$ cat config.mk
export PLATFORM = sky130hd
export DESIGN_NAME = diag_reduce_scatter
export DESIGN_NICKNAME = d
export VERILOG_FILES = /design/src/rtl/rsd_pkg.sv /design/src/rtl/rsd_ctrl.sv /design/src/rtl/rsd_diag_select.sv /design/src/rtl/rsd_lane_rotate.sv /design/src/rtl/rsd_lane_accum.sv /design/src/rtl/diag_reduce_scatter.sv
export SDC_FILE = /design/constraint.sdc
export NUM_CORES = 1
export LEC_CHECK = 0
export BUFFER_PORTS_ARGS = -buffer_cell sky130_fd_sc_hd__buf_2
export CELL_PAD_IN_SITES_DETAIL_PLACEMENT = 0
export CELL_PAD_IN_SITES_GLOBAL_PLACEMENT = 1
export CORE_MARGIN = 2
export CORE_UTILIZATION = 47
export DETAILED_ROUTE_END_ITERATION = 10
export PLACE_DENSITY = 0.87
export SKIP_LAST_GASP = 1
export SYNTH_ARGS = -nofsm -noshare
export SYNTH_HDL_FRONTEND = slang
export SYNTH_HIERARCHICAL = 1
export SYNTH_SLANG_ARGS = --single-unit
$ cat constraint.sdc
create_clock -name clk -period 3.82 [get_ports clk]
set_input_delay 0.382 -clock clk [delete_from_list [all_inputs] [get_ports clk]]
set_output_delay 0.382 -clock clk [all_outputs]
set_load 0.005 [all_outputs]
$ cat src/rtl/rsd_pkg.sv
package rsd_pkg;
   localparam int DEF_LANES  = 4;
   localparam int DEF_ELEM_W = 8;

   // Width needed to add LANES signed values of ELEM_W bits without overflow
   function automatic int acc_width(input int elem_w, input int lanes);
      return elem_w + $clog2(lanes);
   endfunction

   function automatic bit is_pow2(input int n);
      return (n >= 2) && ((n & (n - 1)) == 0);
   endfunction
endpackage

$ cat src/rtl/rsd_ctrl.sv
module rsd_ctrl #(
   parameter int LANES = rsd_pkg::DEF_LANES,
   localparam int PW   = $clog2(LANES)
) (
   input  logic          clk,
   input  logic          rst_n,
   input  logic          start,
   output logic          busy,
   output logic [PW-1:0] phase,
   output logic          capture,
   output logic          add_en,
   output logic          done
);
   localparam logic [PW-1:0] LAST_PHASE = PW'(LANES - 1);

   assign capture = start & ~busy;
   assign add_en  = busy;

   always_ff @(posedge clk or negedge rst_n) begin
      if (!rst_n) begin
         busy  <= 1'b0;
         phase <= '0;
         done  <= 1'b0;
      end else begin
         done <= busy && (phase == LAST_PHASE);
         if (capture) begin
            busy  <= 1'b1;
            phase <= '0;
         end else if (busy) begin
            phase <= phase + 1'b1;
            if (phase == LAST_PHASE) busy <= 1'b0;
         end
      end
   end
endmodule

$ cat src/rtl/rsd_diag_select.sv
module rsd_diag_select #(
   parameter int LANES   = rsd_pkg::DEF_LANES,
   parameter int ELEM_W  = rsd_pkg::DEF_ELEM_W,
   parameter int LANE_ID = 0,
   localparam int PW     = $clog2(LANES)
) (
   input  logic [LANES*ELEM_W-1:0] row,
   input  logic [PW-1:0]           phase,
   output logic [ELEM_W-1:0]       elem
);
   logic [PW-1:0] col;

   // Index (LANE_ID - phase) mod LANES; LANES is a power of two
   assign col  = PW'(LANE_ID) - phase;
   assign elem = row[col*ELEM_W +: ELEM_W];
endmodule

$ cat src/rtl/rsd_lane_rotate.sv
module rsd_lane_rotate #(
   parameter int LANES  = rsd_pkg::DEF_LANES,
   parameter int ELEM_W = rsd_pkg::DEF_ELEM_W,
   localparam int PW    = $clog2(LANES)
) (
   input  logic [LANES*ELEM_W-1:0] picked,
   input  logic [PW-1:0]           phase,
   output logic [LANES*ELEM_W-1:0] rotated
);
   for (genvar i = 0; i < LANES; i++) begin : g_dst
      logic [PW-1:0] src;
      assign src = PW'(i) + phase;
      assign rotated[i*ELEM_W +: ELEM_W] = picked[src*ELEM_W +: ELEM_W];
   end
endmodule

$ cat src/rtl/rsd_lane_accum.sv
module rsd_lane_accum #(
   parameter int ELEM_W = rsd_pkg::DEF_ELEM_W,
   parameter int ACC_W  = rsd_pkg::acc_width(ELEM_W, rsd_pkg::DEF_LANES)
) (
   input  logic              clk,
   input  logic              rst_n,
   input  logic              clr,
   input  logic              en,
   input  logic [ELEM_W-1:0] operand,
   output logic [ACC_W-1:0]  acc
);
   logic [ACC_W-1:0] operand_ext;

   assign operand_ext = {{(ACC_W-ELEM_W){operand[ELEM_W-1]}}, operand};

   always_ff @(posedge clk or negedge rst_n) begin
      if (!rst_n)   acc <= '0;
      else if (clr) acc <= '0;
      else if (en)  acc <= acc + operand_ext;
   end
endmodule

$ cat src/rtl/diag_reduce_scatter.sv
module diag_reduce_scatter #(
   parameter int LANES  = rsd_pkg::DEF_LANES,
   parameter int ELEM_W = rsd_pkg::DEF_ELEM_W,
   parameter int ACC_W  = rsd_pkg::acc_width(ELEM_W, LANES)
) (
   input  logic                          clk,
   input  logic                          rst_n,
   input  logic                          start,
   input  logic [LANES*LANES*ELEM_W-1:0] data_in,
   output logic [LANES*ACC_W-1:0]        sum_out,
   output logic                          done
);
   localparam int PW    = $clog2(LANES);
   localparam int ROW_W = LANES * ELEM_W;

   if (!rsd_pkg::is_pow2(LANES)) begin : g_bad_lanes
      $error("LANES must be a power of two, at least 2");
   end
   if (ACC_W < rsd_pkg::acc_width(ELEM_W, LANES)) begin : g_bad_acc
      $error("ACC_W too narrow to hold the lane sum");
   end

   logic          busy;
   logic [PW-1:0] phase;
   logic          capture;
   logic          add_en;

   logic [LANES*ROW_W-1:0]  rows_q;
   logic [ROW_W-1:0]        picked;
   logic [ROW_W-1:0]        rotated;

   rsd_ctrl #(.LANES(LANES)) u_ctrl (
      .clk     (clk),
      .rst_n   (rst_n),
      .start   (start),
      .busy    (busy),
      .phase   (phase),
      .capture (capture),
      .add_en  (add_en),
      .done    (done)
   );

   always_ff @(posedge clk or negedge rst_n) begin
      if (!rst_n)       rows_q <= '0;
      else if (capture) rows_q <= data_in;
   end

   for (genvar c = 0; c < LANES; c++) begin : g_lane
      rsd_diag_select #(
         .LANES   (LANES),
         .ELEM_W  (ELEM_W),
         .LANE_ID (c)
      ) u_sel (
         .row   (rows_q[c*ROW_W +: ROW_W]),
         .phase (phase),
         .elem  (picked[c*ELEM_W +: ELEM_W])
      );

      rsd_lane_accum #(
         .ELEM_W (ELEM_W),
         .ACC_W  (ACC_W)
      ) u_acc (
         .clk     (clk),
         .rst_n   (rst_n),
         .clr     (capture),
         .en      (add_en),
         .operand (rotated[c*ELEM_W +: ELEM_W]),
         .acc     (sum_out[c*ACC_W +: ACC_W])
      );
   end

   rsd_lane_rotate #(
      .LANES  (LANES),
      .ELEM_W (ELEM_W)
   ) u_rot (
      .picked  (picked),
      .phase   (phase),
      .rotated (rotated)
   );
endmodule

==> flow_metrics.py, run 1 <==
metrics = {
    "drt": {
        "wire_per_inst_um": 20.1,
        "dr.max_layer_used": "met5",
        "num_vias": 7078,
        "final_antenna_net_count": 0,
        "drc": 0,
        "drt_wl_total_um": 24100,
        "met2_length_um": 11800,
        "first_pass_iters": 5,
        "drtIter0Drc": 580,
        "dr_wl_met3_um": 1530,
        "vias_per_cell": 5.89,
        "met1Wirelength_um": 10400,
    },
    "cts": {
        "insertion_delay_ns": 0.43,
        "clk_path_buf_depth": 2,
        "cts_tree": "built",
        "cts-resized-gates": 0,
        "cts-root-buf": "clkbuf_16",
        "clkSlewWorstSetupHoldPaths_ns": 0.07,
        "numCtsBuffers": 17,
        "ctsHtreeMaxLevel": 4,
        "postCtsHoldBufs": 0,
        "post-cts-setup-buffers": 0,
        "cts_sinks": 172,
    },
    "floorplanning": {
        "core_sq_um": 21200,
        "die_w_um": 151,
        "die_y_um": 151,
        "die_area_sq_um": 22900,
        "start_util_pct": 48.3,
        "rows": 53,
        "io_pins": 172,
    },
    "logic_synthesis": {
        "synth_warnings": 6,
        "syn_area_sq_um": 10200,
        "synthCells": 749,
        "avgSynthCellArea_sq_um": 13.6,
        "syn_nets": 921,
    },
    "timing": {
        "maxSlewHeadroom_pct": 41.8,
        "fin_crit_sh_pct": 91.5,
        "rsz0062_at_grt": "no",
        "hold_violations": 0,
        "drv_slew": 0,
        "finalCriticalPeriod_ns": 3.49,
        "fmax_mhz": 286,
        "skew_ns": 0.0126,
        "worst_hold_slack_ns": 0.0108,
        "worst_pin_slew_ns": 0.872,
        "finalSetupViolCount": 0,
        "setup-tns-final_ns": 0,
    },
    "setup_path": {
        "cp-end-kind": "flop",
        "critPathSlowestCell": "dfrtp_4",
        "cp.arrival_ns": 3.81,
        "reg2reg_slack_ns": 0.33,
        "start_kind": "flop",
        "path_common_cell": "mux4_2",
        "cp_cell_sequence": "buf_12 -> mux4_2 -> mux4_2 -> ha_1 -> nand4_1 -> nor4b_1 -> or2_1 -> mux2i_1 -> nand3_1",
        "crit_type": "flop to flop",
        "cp.required_ns": 4.13,
        "crit_fanout": 18,
        "worst_path_largest_cell_delay_ns": 0.59,
    },
    "hold_path": {
        "hold_path_class": "primary input to asynchronous set/reset pin",
    },
    "final_layout": {
        "mostFrequentLayoutCells": "buf_2 (170), dfrtp_1 (169), mux2_2 (128)",
        "area_growth_pct": 15.0,
        "final_nets": 1083,
        "final_common_cell": "buf_2",
        "design_area_sq_um": 11700,
        "layout-drive-gt1-share_pct": 46.5,
    },
    "placed_design": {
        "dpl_cell_area_sq_um": 11200,
        "port_buffers": 171,
        "place_congestion": 0.843,
        "place_hpwl_um": 18000,
    },
    "grt": {
        "first_global_vias": 7047,
        "grt_remaining_overflow": 0,
        "grt_max_degree": 88,
        "antenna_found_initial": 4,
        "grt_usage_pct": 22.0,
        "grt_pass1_wl_um": 38200,
    },
    "job": {
        "drv_cap": 0,
    },
    "run_status": {
        "status": "complete, no violations",
    },
}
## layout make-up
| class | count | area (sq um) |
|---|---|---|
| fill | 1752 | 9410 |
| antenna | 3 | 7.51 |
| sequential | 172 | 4310 |
| timing repair buffer | 185 | 1020 |
| tap | 275 | 344 |
| clock buffer | 19 | 443 |
| inverter | 20 | 75.1 |
| clock inverter | 13 | 131 |
| multi-input combinational | 515 | 5420 |
## final timing paths
check	from	end	cells after the start
max	u_ctrl/phase[0]$_DFFE_PN0P_	g_lane[2].u_acc/acc[9]$_DFFE_PN0P_	9
max in group asynchronous	rst_n	rows_q[45]$_DFFE_PN0P_	2
max reg2reg	u_ctrl/phase[0]$_DFFE_PN0P_	g_lane[2].u_acc/acc[9]$_DFFE_PN0P_	9
min reg2reg	rows_q[24]$_DFFE_PN0P_	rows_q[24]$_DFFE_PN0P_	1
min	rst_n	g_lane[2].u_acc/acc[9]$_DFFE_PN0P_	1
min in group clk	data_in[37]	rows_q[37]$_DFFE_PN0P_	2
## layer usage
layer,vias up,GRT usage [%]
li1,3226,-
met1,3614,30.0
met2,212,35.9
met3,24,4.55
met4,2,6.26
met5,-,0
## registers in the layout (all words and copies together) (netlist names)
name,flops
g_lane.u_acc/acc,40
rows_q,128
u_ctrl/add_en,1
u_ctrl/done,1
u_ctrl/phase,2
## worst max-delay path: cells and delay by family (launching register included)
family                   cells  cell delay (ns)
adder cells (fa/ha/maj)      1             0.44
AND/OR/NAND/NOR              4             0.80
multiplexers                 3             1.31
flip-flops                   1             0.59
buffers and inverters        1             0.22
## metrics by stage
step                utilization, %  std cells  setup slack, ns
floorplan                        -        749            0.755
global placement              52.8       1167            0.411
detailed placement            52.8       1167            0.346
CTS                           55.5       1199            0.328
global route                  55.5       1199            0.116
finish                        55.5       1202            0.325
Power of run 1 is not shown: default switching activity piles up to over one toggle a cycle in this logic, so the estimate is an artifact.
==> run 2: changes to the inputs <==
--- a/config.mk
+++ b/config.mk
@@ -8,10 +8,9 @@
 export BUFFER_PORTS_ARGS = -buffer_cell sky130_fd_sc_hd__buf_2
 export CELL_PAD_IN_SITES_DETAIL_PLACEMENT = 0
 export CELL_PAD_IN_SITES_GLOBAL_PLACEMENT = 1
-export CORE_MARGIN = 2
 export CORE_UTILIZATION = 47
 export DETAILED_ROUTE_END_ITERATION = 10
-export PLACE_DENSITY = 0.87
+export PLACE_DENSITY = 0.79
 export SKIP_LAST_GASP = 1
 export SYNTH_ARGS = -nofsm -noshare
 export SYNTH_HDL_FRONTEND = slang
==> constraint.sdc (replaced) <==
create_clock -name clk -period 3.82 [get_ports clk]
set_input_delay 0.382 -clock clk [delete_from_list [all_inputs] [get_ports clk]]
set_output_delay 0.382 -clock clk [all_outputs]
set_load 0.05 [all_outputs]
==> flow_metrics.py, run 2 (synthesis gave the netlist of run 1 again) <==
metrics = {
    "cts": {
        "numCtsBuffers": 17,
        "cts_tree": "built",
        "clkSlewWorstSetupHoldPaths_ns": 0.08,
        "cts-root-buf": "clkbuf_16",
        "clk_path_buf_depth": 2,
        "post-cts-setup-buffers": 0,
        "ctsHtreeMaxLevel": 4,
        "cts_sinks": 172,
        "insertion_delay_ns": 0.44,
    },
    "setup_path": {
        "cp.required_ns": 4.13,
        "path_common_cell": "buf_4",
        "start_kind": "flop",
        "r2r_start": "u_ctrl/phase[1]$_DFFE_PN0P_",
        "critPathSlowestCell": "dfrtp_2",
        "cp_cell_sequence": "buf_4 -> buf_4 -> mux4_2 -> ha_1 -> nand4_1 -> nor4b_1 -> or2_1 -> mux2i_1 -> nand3_1",
        "crit_family": "simple AND/OR/NAND/NOR gates",
        "crit_fanout": 21,
        "cp-end-kind": "flop",
        "crit_type": "flop to flop",
        "worst_path_largest_cell_delay_ns": 0.69,
        "reg2reg_slack_ns": 0.21,
        "path_buf_inv": 2,
        "cp.arrival_ns": 3.93,
        "worst_r2r_path_depth": 9,
        "regToRegEndpoint": "g_lane[1].u_acc/acc[9]$_DFFE_PN0P_",
    },
    "floorplanning": {
        "core_sq_um": 21200,
        "die_w_um": 149,
        "rows": 53,
        "die_y_um": 149,
        "io_pins": 172,
        "die_area_sq_um": 22300,
        "start_util_pct": 48.3,
    },
    "hold_path": {
        "min-delay-start": "data_in[0]",
        "hold_path_class": "primary input to flop",
        "hold_path_end": "rows_q[0]$_DFFE_PN0P_",
        "min_path_cells": 2,
    },
    "timing": {
        "setup-tns-final_ns": 0,
        "worst_pin_slew_ns": 0.828,
        "hold_violations": 0,
        "fin_crit_sh_pct": 94.6,
        "fmax_mhz": 277,
        "skew_ns": 0.0141,
        "finalSetupViolCount": 0,
        "drv_slew": 0,
        "finalCriticalPeriod_ns": 3.61,
        "maxSlewHeadroom_pct": 44.8,
        "rsz0062_at_grt": "no",
    },
    "grt": {
        "grt_max_degree": 112,
        "first_global_vias": 7105,
        "antenna_found_initial": 4,
        "grt_pass1_wl_um": 39600,
        "grt_remaining_overflow": 0,
        "grt_usage_pct": 23.5,
    },
    "final_layout": {
        "layout-drive-gt1-share_pct": 46.5,
        "fillers": 1763,
        "largest_register_ffs": 128,
        "reg_top3": "rows_q x128, g_lane.u_acc/acc x40, u_ctrl/phase x2",
        "regArea_sq_um": 4310,
        "final_common_cell": "buf_2",
        "area_growth_pct": 15.2,
        "top_register": "rows_q",
        "multi_input_area_sq_um": 5420,
        "mostFrequentLayoutCells": "buf_2 (170), dfrtp_1 (169), mux2_2 (128)",
        "final_nets": 1083,
    },
    "drt": {
        "drc": 0,
        "final_antenna_net_count": 0,
        "drt_wl_total_um": 24500,
        "first_pass_iters": 4,
        "wire_per_inst_um": 20.4,
        "drtIter0Drc": 456,
        "vias_per_cell": 5.93,
        "num_vias": 7127,
    },
    "placed_design": {
        "place_hpwl_um": 18000,
        "place_congestion": 0.840,
        "port_buffers": 171,
    },
    "run_status": {
        "status": "complete, no violations",
    },
    "job": {
        "drv_cap": 0,
    },
}
## run 2: changes by cell type in the layout (fill, tap and decap cells not counted), sizes merged
cell / change
buf: -1
clkbuf: -2
clkinv: +1
clkinvlp: -1
diode: -1
dlygate4sd3: +1
inv: +2
## run 2: per-layer routing
metal | part of all wire (%) | global-route usage (%) | wire length, um
met1 | 43 | 31.7 | 10400
met5 | 0.045 | 0 | 11
met2 | 50 | 38.8 | 12300
met3 | 6.1 | 4.91 | 1500
met4 | 0.97 | 5.61 | 238
## run 2: cell type report
type / instances / share of cell area, %
diodes: 2 / 0.0425
clock buffers: 17 / 3.61
clock inverters: 15 / 1.47
inverters: 20 / 0.638
multi-input cells: 515 / 46.0
flip-flops and latches: 172 / 36.6
well taps: 275 / 2.92
repair buffers: 185 / 8.66
## run 2: how the worst max path moves through the flow
| stage | startpoint | to | slack (ns) | depth (start not counted) |
|---|---|---|---|---|
| after global placement | u_ctrl/phase[1]$_DFFE_PN0P_ | g_lane[0].u_acc/acc[6]$_DFFE_PN0P_ | 0.31 | 11 |
| final | u_ctrl/phase[1]$_DFFE_PN0P_ | g_lane[1].u_acc/acc[9]$_DFFE_PN0P_ | 0.21 | 9 |
| after CTS | u_ctrl/phase[1]$_DFFE_PN0P_ | g_lane[1].u_acc/acc[9]$_DFFE_PN0P_ | 0.19 | 9 |
| after floorplan | u_ctrl/phase[0]$_DFFE_PN0P_ | g_lane[2].u_acc/acc[6]$_DFFE_PN0P_ | 0.75 | 11 |
| after global routing | u_ctrl/phase[1]$_DFFE_PN0P_ | g_lane[1].u_acc/acc[9]$_DFFE_PN0P_ | 0.009 | 9 |
| after detailed placement | u_ctrl/phase[1]$_DFFE_PN0P_ | g_lane[0].u_acc/acc[6]$_DFFE_PN0P_ | 0.28 | 11 |
## run 2: timing repair
item / in CTS / in global routing
gates resized for setup: 0 / 0
endpoints found under the hold margin: 65 / 0
hold buffers: 1 / 0
## run 2: through the flow
stage	cell area [sq um]	hold slack, ns	setup slack [ns]	instances	utilization [%]
detailed placement	11200	0.418	0.278	1166	52.7
CTS	11800	0.157	0.192	1199	55.6
global placement	11200	0.427	0.306	1166	52.7
floorplan	10200	0.0864	0.755	749	-
global route	11800	0.159	0.00883	1200	55.6
finish	11800	0.170	0.206	1201	55.6
Power of run 2 is left out for the same reason.
